## config.mk

```make
export PLATFORM = sky130hd
export DESIGN_NAME = cache_tag_store
export DESIGN_NICKNAME = d
export VERILOG_FILES = /design/src/rtl/cts_pkg.sv /design/src/rtl/cts_tag_array.sv /design/src/rtl/cts_stat_array.sv /design/src/rtl/cts_match.sv /design/src/rtl/cache_tag_store.sv
export SDC_FILE = /design/constraint.sdc
export NUM_CORES = 2
export LEC_CHECK = 0
export BUFFER_PORTS_ARGS = -buffer_cell sky130_fd_sc_hd__buf_2
export CAP_MARGIN = 10
export CORE_ASPECT_RATIO = 1.2
export CORE_MARGIN = 8
export CORE_UTILIZATION = 60
export DETAILED_ROUTE_END_ITERATION = 10
export PLACE_DENSITY = 0.74
export SLEW_MARGIN = 20
export SYNTH_ARGS = -nofsm -noshare
export SYNTH_HDL_FRONTEND = slang
export SYNTH_SLANG_ARGS = --single-unit
```

## constraint.sdc

```tcl
create_clock -name clk_i -period 4.55 [get_ports clk_i]
set_input_delay 0.455 -clock clk_i [delete_from_list [all_inputs] [get_ports clk_i]]
set_output_delay 0.455 -clock clk_i [all_outputs]
set_load 0.005 [all_outputs]
```

## src/rtl/cts_pkg.sv

```systemverilog
package cts_pkg;
  // bit 0 valid, bit 1 dirty, bit 2 write-through
  typedef struct packed {
    logic wt;
    logic dirty;
    logic valid;
  } stat_t;

  localparam int STAT_W = 3;
endpackage

```

## src/rtl/cts_tag_array.sv

```systemverilog
module cts_tag_array #(
  parameter int IDX_W = 8,
  parameter int TAG_W = 12
) (
  input  logic             clk_i,
  input  logic             we_i,
  input  logic [IDX_W-1:0] idx_i,
  input  logic [TAG_W-1:0] wdata_i,
  output logic [TAG_W-1:0] rdata_o
);
  localparam int DEPTH = 1 << IDX_W;

  logic [TAG_W-1:0] mem_q [DEPTH];

  always_ff @(posedge clk_i) begin
    if (we_i) mem_q[idx_i] <= wdata_i;
  end

  assign rdata_o = mem_q[idx_i];
endmodule

```

## src/rtl/cts_stat_array.sv

```systemverilog
module cts_stat_array
  import cts_pkg::*;
#(
  parameter int IDX_W = 8
) (
  input  logic             clk_i,
  input  logic             rst_ni,
  input  logic             clr_ni,
  input  logic             we_i,
  input  logic [IDX_W-1:0] idx_i,
  input  stat_t            wdata_i,
  output stat_t            rdata_o
);
  localparam int DEPTH = 1 << IDX_W;

  logic [DEPTH-1:0] sel;
  stat_t            stat_q [DEPTH];

  assign sel = DEPTH'(1) << idx_i;

  // per-entry flops so one clear can hit every entry in a single edge
  for (genvar e = 0; e < DEPTH; e++) begin : g_entry
    always_ff @(posedge clk_i or negedge rst_ni) begin
      if (!rst_ni)                stat_q[e] <= '0;
      else if (!clr_ni)           stat_q[e] <= '0;
      else if (we_i && sel[e])    stat_q[e] <= wdata_i;
    end
  end

  assign rdata_o = stat_q[idx_i];
endmodule

```

## src/rtl/cts_match.sv

```systemverilog
module cts_match
  import cts_pkg::*;
#(
  parameter int TAG_W = 12
) (
  input  logic             act_i,
  input  logic             user_mode_i,
  input  logic [TAG_W-1:0] stored_tag_i,
  input  stat_t            stored_stat_i,
  input  logic [TAG_W-1:0] tag_i,
  input  logic             wr_cycle_i,
  input  logic             rdy_qual_i,
  input  logic             rdy_oe_i,
  output logic             hit_o,
  output logic             rdy_o
);
  logic [TAG_W-1:0] bit_eq;
  logic             tag_eq;
  logic             valid_ok;
  logic             wt_ok;

  for (genvar b = 0; b < TAG_W; b++) begin : g_cmp
    assign bit_eq[b] = ~(stored_tag_i[b] ^ tag_i[b]);
  end

  assign tag_eq   = &bit_eq;
  assign valid_ok = user_mode_i | stored_stat_i.valid;
  // write-through lines need the write to reach memory, so no early ready
  assign wt_ok    = user_mode_i | ~wr_cycle_i | ~stored_stat_i.wt;

  assign hit_o = act_i & tag_eq & valid_ok;
  assign rdy_o = hit_o & rdy_qual_i & wt_ok & rdy_oe_i;
endmodule

```

## src/rtl/cache_tag_store.sv

```systemverilog
module cache_tag_store
  import cts_pkg::*;
#(
  parameter int IDX_W = 8,
  parameter int TAG_W = 12
) (
  input  logic              clk_i,
  input  logic              rst_ni,
  input  logic [IDX_W-1:0]  idx_i,
  input  logic [TAG_W-1:0]  tag_i,
  input  logic              tag_we_i,
  input  logic              tag_oe_i,
  output logic [TAG_W-1:0]  tag_o,
  input  logic [STAT_W-1:0] stat_i,
  input  logic              stat_we_i,
  input  logic              stat_oe_i,
  output logic [STAT_W-1:0] stat_o,
  input  logic              cs_ni,
  input  logic              cs_i,
  input  logic              sleep_i,
  input  logic              user_mode_i,
  input  logic              clr_ni,
  input  logic              wr_cycle_i,
  input  logic              rdy_qual_i,
  input  logic              rdy_oe_i,
  output logic              hit_o,
  output logic              rdy_o
);
  logic             act;
  logic [TAG_W-1:0] rd_tag;
  stat_t            rd_stat;
  stat_t            wr_stat;

  assign act     = ~cs_ni & cs_i & ~sleep_i;
  assign wr_stat = stat_t'(stat_i);

  cts_tag_array #(.IDX_W(IDX_W), .TAG_W(TAG_W)) u_tag (
    .clk_i   (clk_i),
    .we_i    (act & tag_we_i),
    .idx_i   (idx_i),
    .wdata_i (tag_i),
    .rdata_o (rd_tag)
  );

  cts_stat_array #(.IDX_W(IDX_W)) u_stat (
    .clk_i   (clk_i),
    .rst_ni  (rst_ni),
    .clr_ni  (clr_ni),
    .we_i    (act & stat_we_i),
    .idx_i   (idx_i),
    .wdata_i (wr_stat),
    .rdata_o (rd_stat)
  );

  cts_match #(.TAG_W(TAG_W)) u_match (
    .act_i         (act),
    .user_mode_i   (user_mode_i),
    .stored_tag_i  (rd_tag),
    .stored_stat_i (rd_stat),
    .tag_i         (tag_i),
    .wr_cycle_i    (wr_cycle_i),
    .rdy_qual_i    (rdy_qual_i),
    .rdy_oe_i      (rdy_oe_i),
    .hit_o         (hit_o),
    .rdy_o         (rdy_o)
  );

  assign tag_o  = (act & tag_oe_i)  ? rd_tag          : '0;
  assign stat_o = (act & stat_oe_i) ? STAT_W'(rd_stat) : '0;
endmodule

```

==> impl_metrics.csv <==
group,metric,value,unit
yosys,synth_warnings,0,
sta,setup_ws,-500.8,ps
critical_path,crit_chain,"mux4_2 > mux2i_1 > buf_4 > nor3_1 > or4_4 > o31ai_4 > xnor2_1 > a2111o_1 > nor4_2 > and3_4 > buf_6",
power_and_ir_drop,p_leak,62.80,nW
clock_network,cts_tree,"yes",
sta,hold_viol_final,0,
global_routing,grt_pass1_vias,98730,
sta,finalMaxSlewViolations,0,
yosys,synth_top_area_cell,"edfxtp_1",
sta,rsz0062_at_grt,"true",
cells_and_area,finalNetCount,10640,
critical_path,cpPeakStageDelay,630,ps
yosys,syn_inst,9863,
floorplanning,die_w,486.3,um
sta,layout_min_cycle_time,5051,ps
floorplanning,io_pins,54,
sta,fin_crit_sh,111.0,%
status,violations,"setup timing",
clock_network,path_clk_slew,60,ps
floorplanning,dieArea,0.2822,mm^2
sta,holdWs,83.76,ps
power_and_ir_drop,worst_ir_drop_vdd,424.3,uV
sta,final.setup.tns,-978.7,ps
critical_path,criticalPathCategory,"flop to primary output",
yosys,syn-cell-area,0.1592,mm^2
sta,finalSetupViolCount,4,
cells_and_area,final.fill_count,16420,
critical_path,crit_path_top_delay_cell,"or4_4",
sta,finalClockSkew,0,ps
power_and_ir_drop,pwr_density_cell,398.6,mW/mm^2
critical_path,crit_family,"simple AND/OR/NAND/NOR gates",
critical_path,critPathArrivalTime,4600,ps
clock_network,cts.sinks,3840,
sta,worst_slew_pin_slew,1263,ps
critical_path,endpoint_kind,"primary output",
global_routing,overflow,0,
power_and_ir_drop,total_power,72.96,mW
yosys,synth_seq_area_share,70.00,%
yosys,ys_ff_latch,3840,
critical_path,cp_max_fo,2,
yosys,yosysTopAreaCellShare,57.93,%
cells_and_area,drive_above_1_share,23.31,%
yosys,ys.flop_type,"edfxtp_1",
min_path,hold_path.class,"primary input to flop",
sta,slew-limit-headroom,15.77,%
critical_path,worstSetupPathDepth,11,
yosys,syn_nets,9900,
global_routing,track_usage,33.20,%
routing,vias,99590,
routing,wire_per_inst,33.10,um
cells_and_area,multi_input_area,0.04472,mm^2
yosys,synth_edf_count,3072,
critical_path,path_buf_inv,2,
routing,detail-route-antenna-nets,0,
routing,drc,0,
placement,io_buffers,53,
placement,gp_congestion,0.9392,
clock_network,cts_root_buffer,"clkbuf_16",
routing,drt-total-wl,478.9,mm
routing,drt-initial-drc-count,14880,
min_path,hold_depth,2,
clock_network,insertion_delay,860,ps
floorplanning,std_cell_rows,207,
cells_and_area,seq_area,0.1115,mm^2
floorplanning,start_util,60.22,%
floorplanning,die_y,580.3,um
global_routing,grt_pass1_wl,687.3,mm
routing,routed_via_density,6.883,
yosys,syn_area_per_cell,16.15,um^2
routing,drtPass1Iterations,6,
global_routing,grt_max_degree,204,
yosys,synth_area_leaders,"edfxtp_1 58%, dfrtp_1 12%, mux4_2 10%, a21boi_0 3.6%, mux2i_1 3.5%",
clock_network,clock_path_buffers,4,
cells_and_area,area_growth,14.93,%
clock_network,cts-htree-levels,5,
yosys,ys_types,78,
status,status,"finished with violations",
critical_path,critPathLaunchType,"flop",
flow_run,cap_violations,0,
global_routing,antenna_found_initial,21,
yosys,ys_async_sr_fraction,20.00,%
floorplanning,coreArea,0.2644,mm^2
critical_path,rr_worst_depth,2,
placement,hpwl,300.6,mm
sta,fmax,198.0,MHz
critical_path,critPathRequiredTime,4090,ps
clock_network,cts_buffers,368,
-- state kept, by name, indices dropped and copies added, names as in the netlist --
| name | count |
|---|---|
| u_tag.mem_q | 3072 |
| u_stat.stat_q | 768 |
-- per-stage QoR --
step	utilization [%]	worst slack [ps]	instances	area [um^2]
2_1_floorplan	-	679.4	9863	159200
3_3_place_gp	64.59	-1816	13780	170800
3_5_place_dp	64.60	-1337	13780	170800
4_1_cts	69.17	-509.8	14460	182900
5_1_grt	69.20	-531.5	14460	183000
6_report	69.21	-500.8	14470	183000
-- kinds of logic after synthesis --
| logic type | share of synthesized area (%) |
|---|---|
| xor+xnor | 0.08250 |
| mux | 14.30 |
| flops | 70.00 |
| simple gates | 6.445 |
| compound gates | 6.916 |
| buf+inv | 2.256 |
-- worst paths after layout --
check	slack [ps]	to	from
setup / recovery	-500	rdy_o	u_tag.mem_q[183][8]
hold / removal	80	u_stat.stat_q[452]	clr_ni
setup reg to reg	3740	u_stat.stat_q[105]	u_stat.stat_q[105]
hold reg to reg	530	u_stat.stat_q[173]	u_stat.stat_q[173]
max in group asynchronous	2950	u_stat.stat_q[314]	rst_ni
min in group asynchronous	250	u_stat.stat_q[631]	rst_ni
-- cells in the mapped netlist (4+ instances only) --
master,instances
a22o_1,38
o21ai_0,183
nor2b_1,12
nor3b_1,4
o32ai_1,4
a31oi_1,33
a221oi_1,53
nor4_1,5
a41oi_1,6
and3_1,5
mux2i_1,555
mux2_2,22
buf_6,27
o2111ai_1,6
a21oi_1,51
nor4_2,5
nand2b_1,10
and2_1,9
buf_4,32
mux4_2,736
a2111oi_0,4
nand2_1,1099
clkbuf_1,473
nor2_1,375
o22ai_1,12
buf_1,53
dfrtp_1,768
a21boi_0,768
buf_12,4
buf_2,185
xor2_1,7
nor3_1,17
nand4_1,39
nand3_1,766
mux4_1,15
a211oi_1,23
a22oi_1,306
xnor2_1,8
o211ai_1,9
edfxtp_1,3072
and3b_1,4
-- where the power goes --
part | internal, mW | total [mW] | switching [mW]
registers | 38.0 | 38.0 | 0.00348
clock network | 17.2 | 30.5 | 13.3
logic | 1.56 | 4.47 | 2.91
total | 56.7 | 73.0 | 16.2
-- cells in the final DEF, fill, tap and decap left out, types with 8 or more instances in the layout --
cell and count:
a22oi_1 304, diode_2 13, nor2_2 8, nand2_2 12
nor3_2 8, a21boi_0 768, mux2i_1 555, buf_4 951
nor2_1 344, nor3_1 9, nand4_1 39, o22ai_1 12
o211ai_1 9, clkinvlp_4 11, buf_2 29, a22o_1 37
bufinv_16 34, dfrtp_1 768, edfxtp_1 3072, a31oi_1 29
clkbuf_16 370, clkbuf_8 30, o21ai_0 183, mux2_2 22
a21oi_1 51, xnor2_1 8, nand3_1 757, clkinv_2 67
nor2_4 24, a211oi_1 22, nand2_1 1087, mux4_1 14
nand3_2 9, buf_12 136, a221oi_1 48, clkbuf_1 84
nand2b_1 9, clkinv_1 67, mux4_2 737
-- cell type report --
type / instances / share of cell area [%]
Sequential cell: 3840 / 60.90
Multi-Input combinational cell: 5240 / 24.43
Timing Repair Buffer: 1146 / 5.718
Clock buffer: 470 / 5.348
Tap cell: 3553 / 2.429
Clock inverter: 201 / 1.136
Antenna cell: 13 / 0.01777
Inverter: 6 / 0.01231
-- worst reg2reg max path: cells and delay by family (launching register included) --
family,cells,cell delay (ps)
compound gates,2,360
flops,1,360
-- timing repair --
item                                    in CTS  in global routing
endpoints found under the setup margin      11                  6
hold buffers                                 2                  0
cloned                                       1                  0
resized for setup                           30                  8
endpoints found under the hold margin      104                  0
pin swaps                                    9                  2
setup buffers                                4                  0
-- per-layer routing --
| layer | global-route usage (%) | wire (um) |
|---|---|---|
| met1 | 43.13 | 163800 |
| met2 | 51.57 | 222900 |
| met3 | 8.039 | 57590 |
| met4 | 19.46 | 34490 |
| met5 | 0 | 44 |
(Power assumes the default switching activity.)
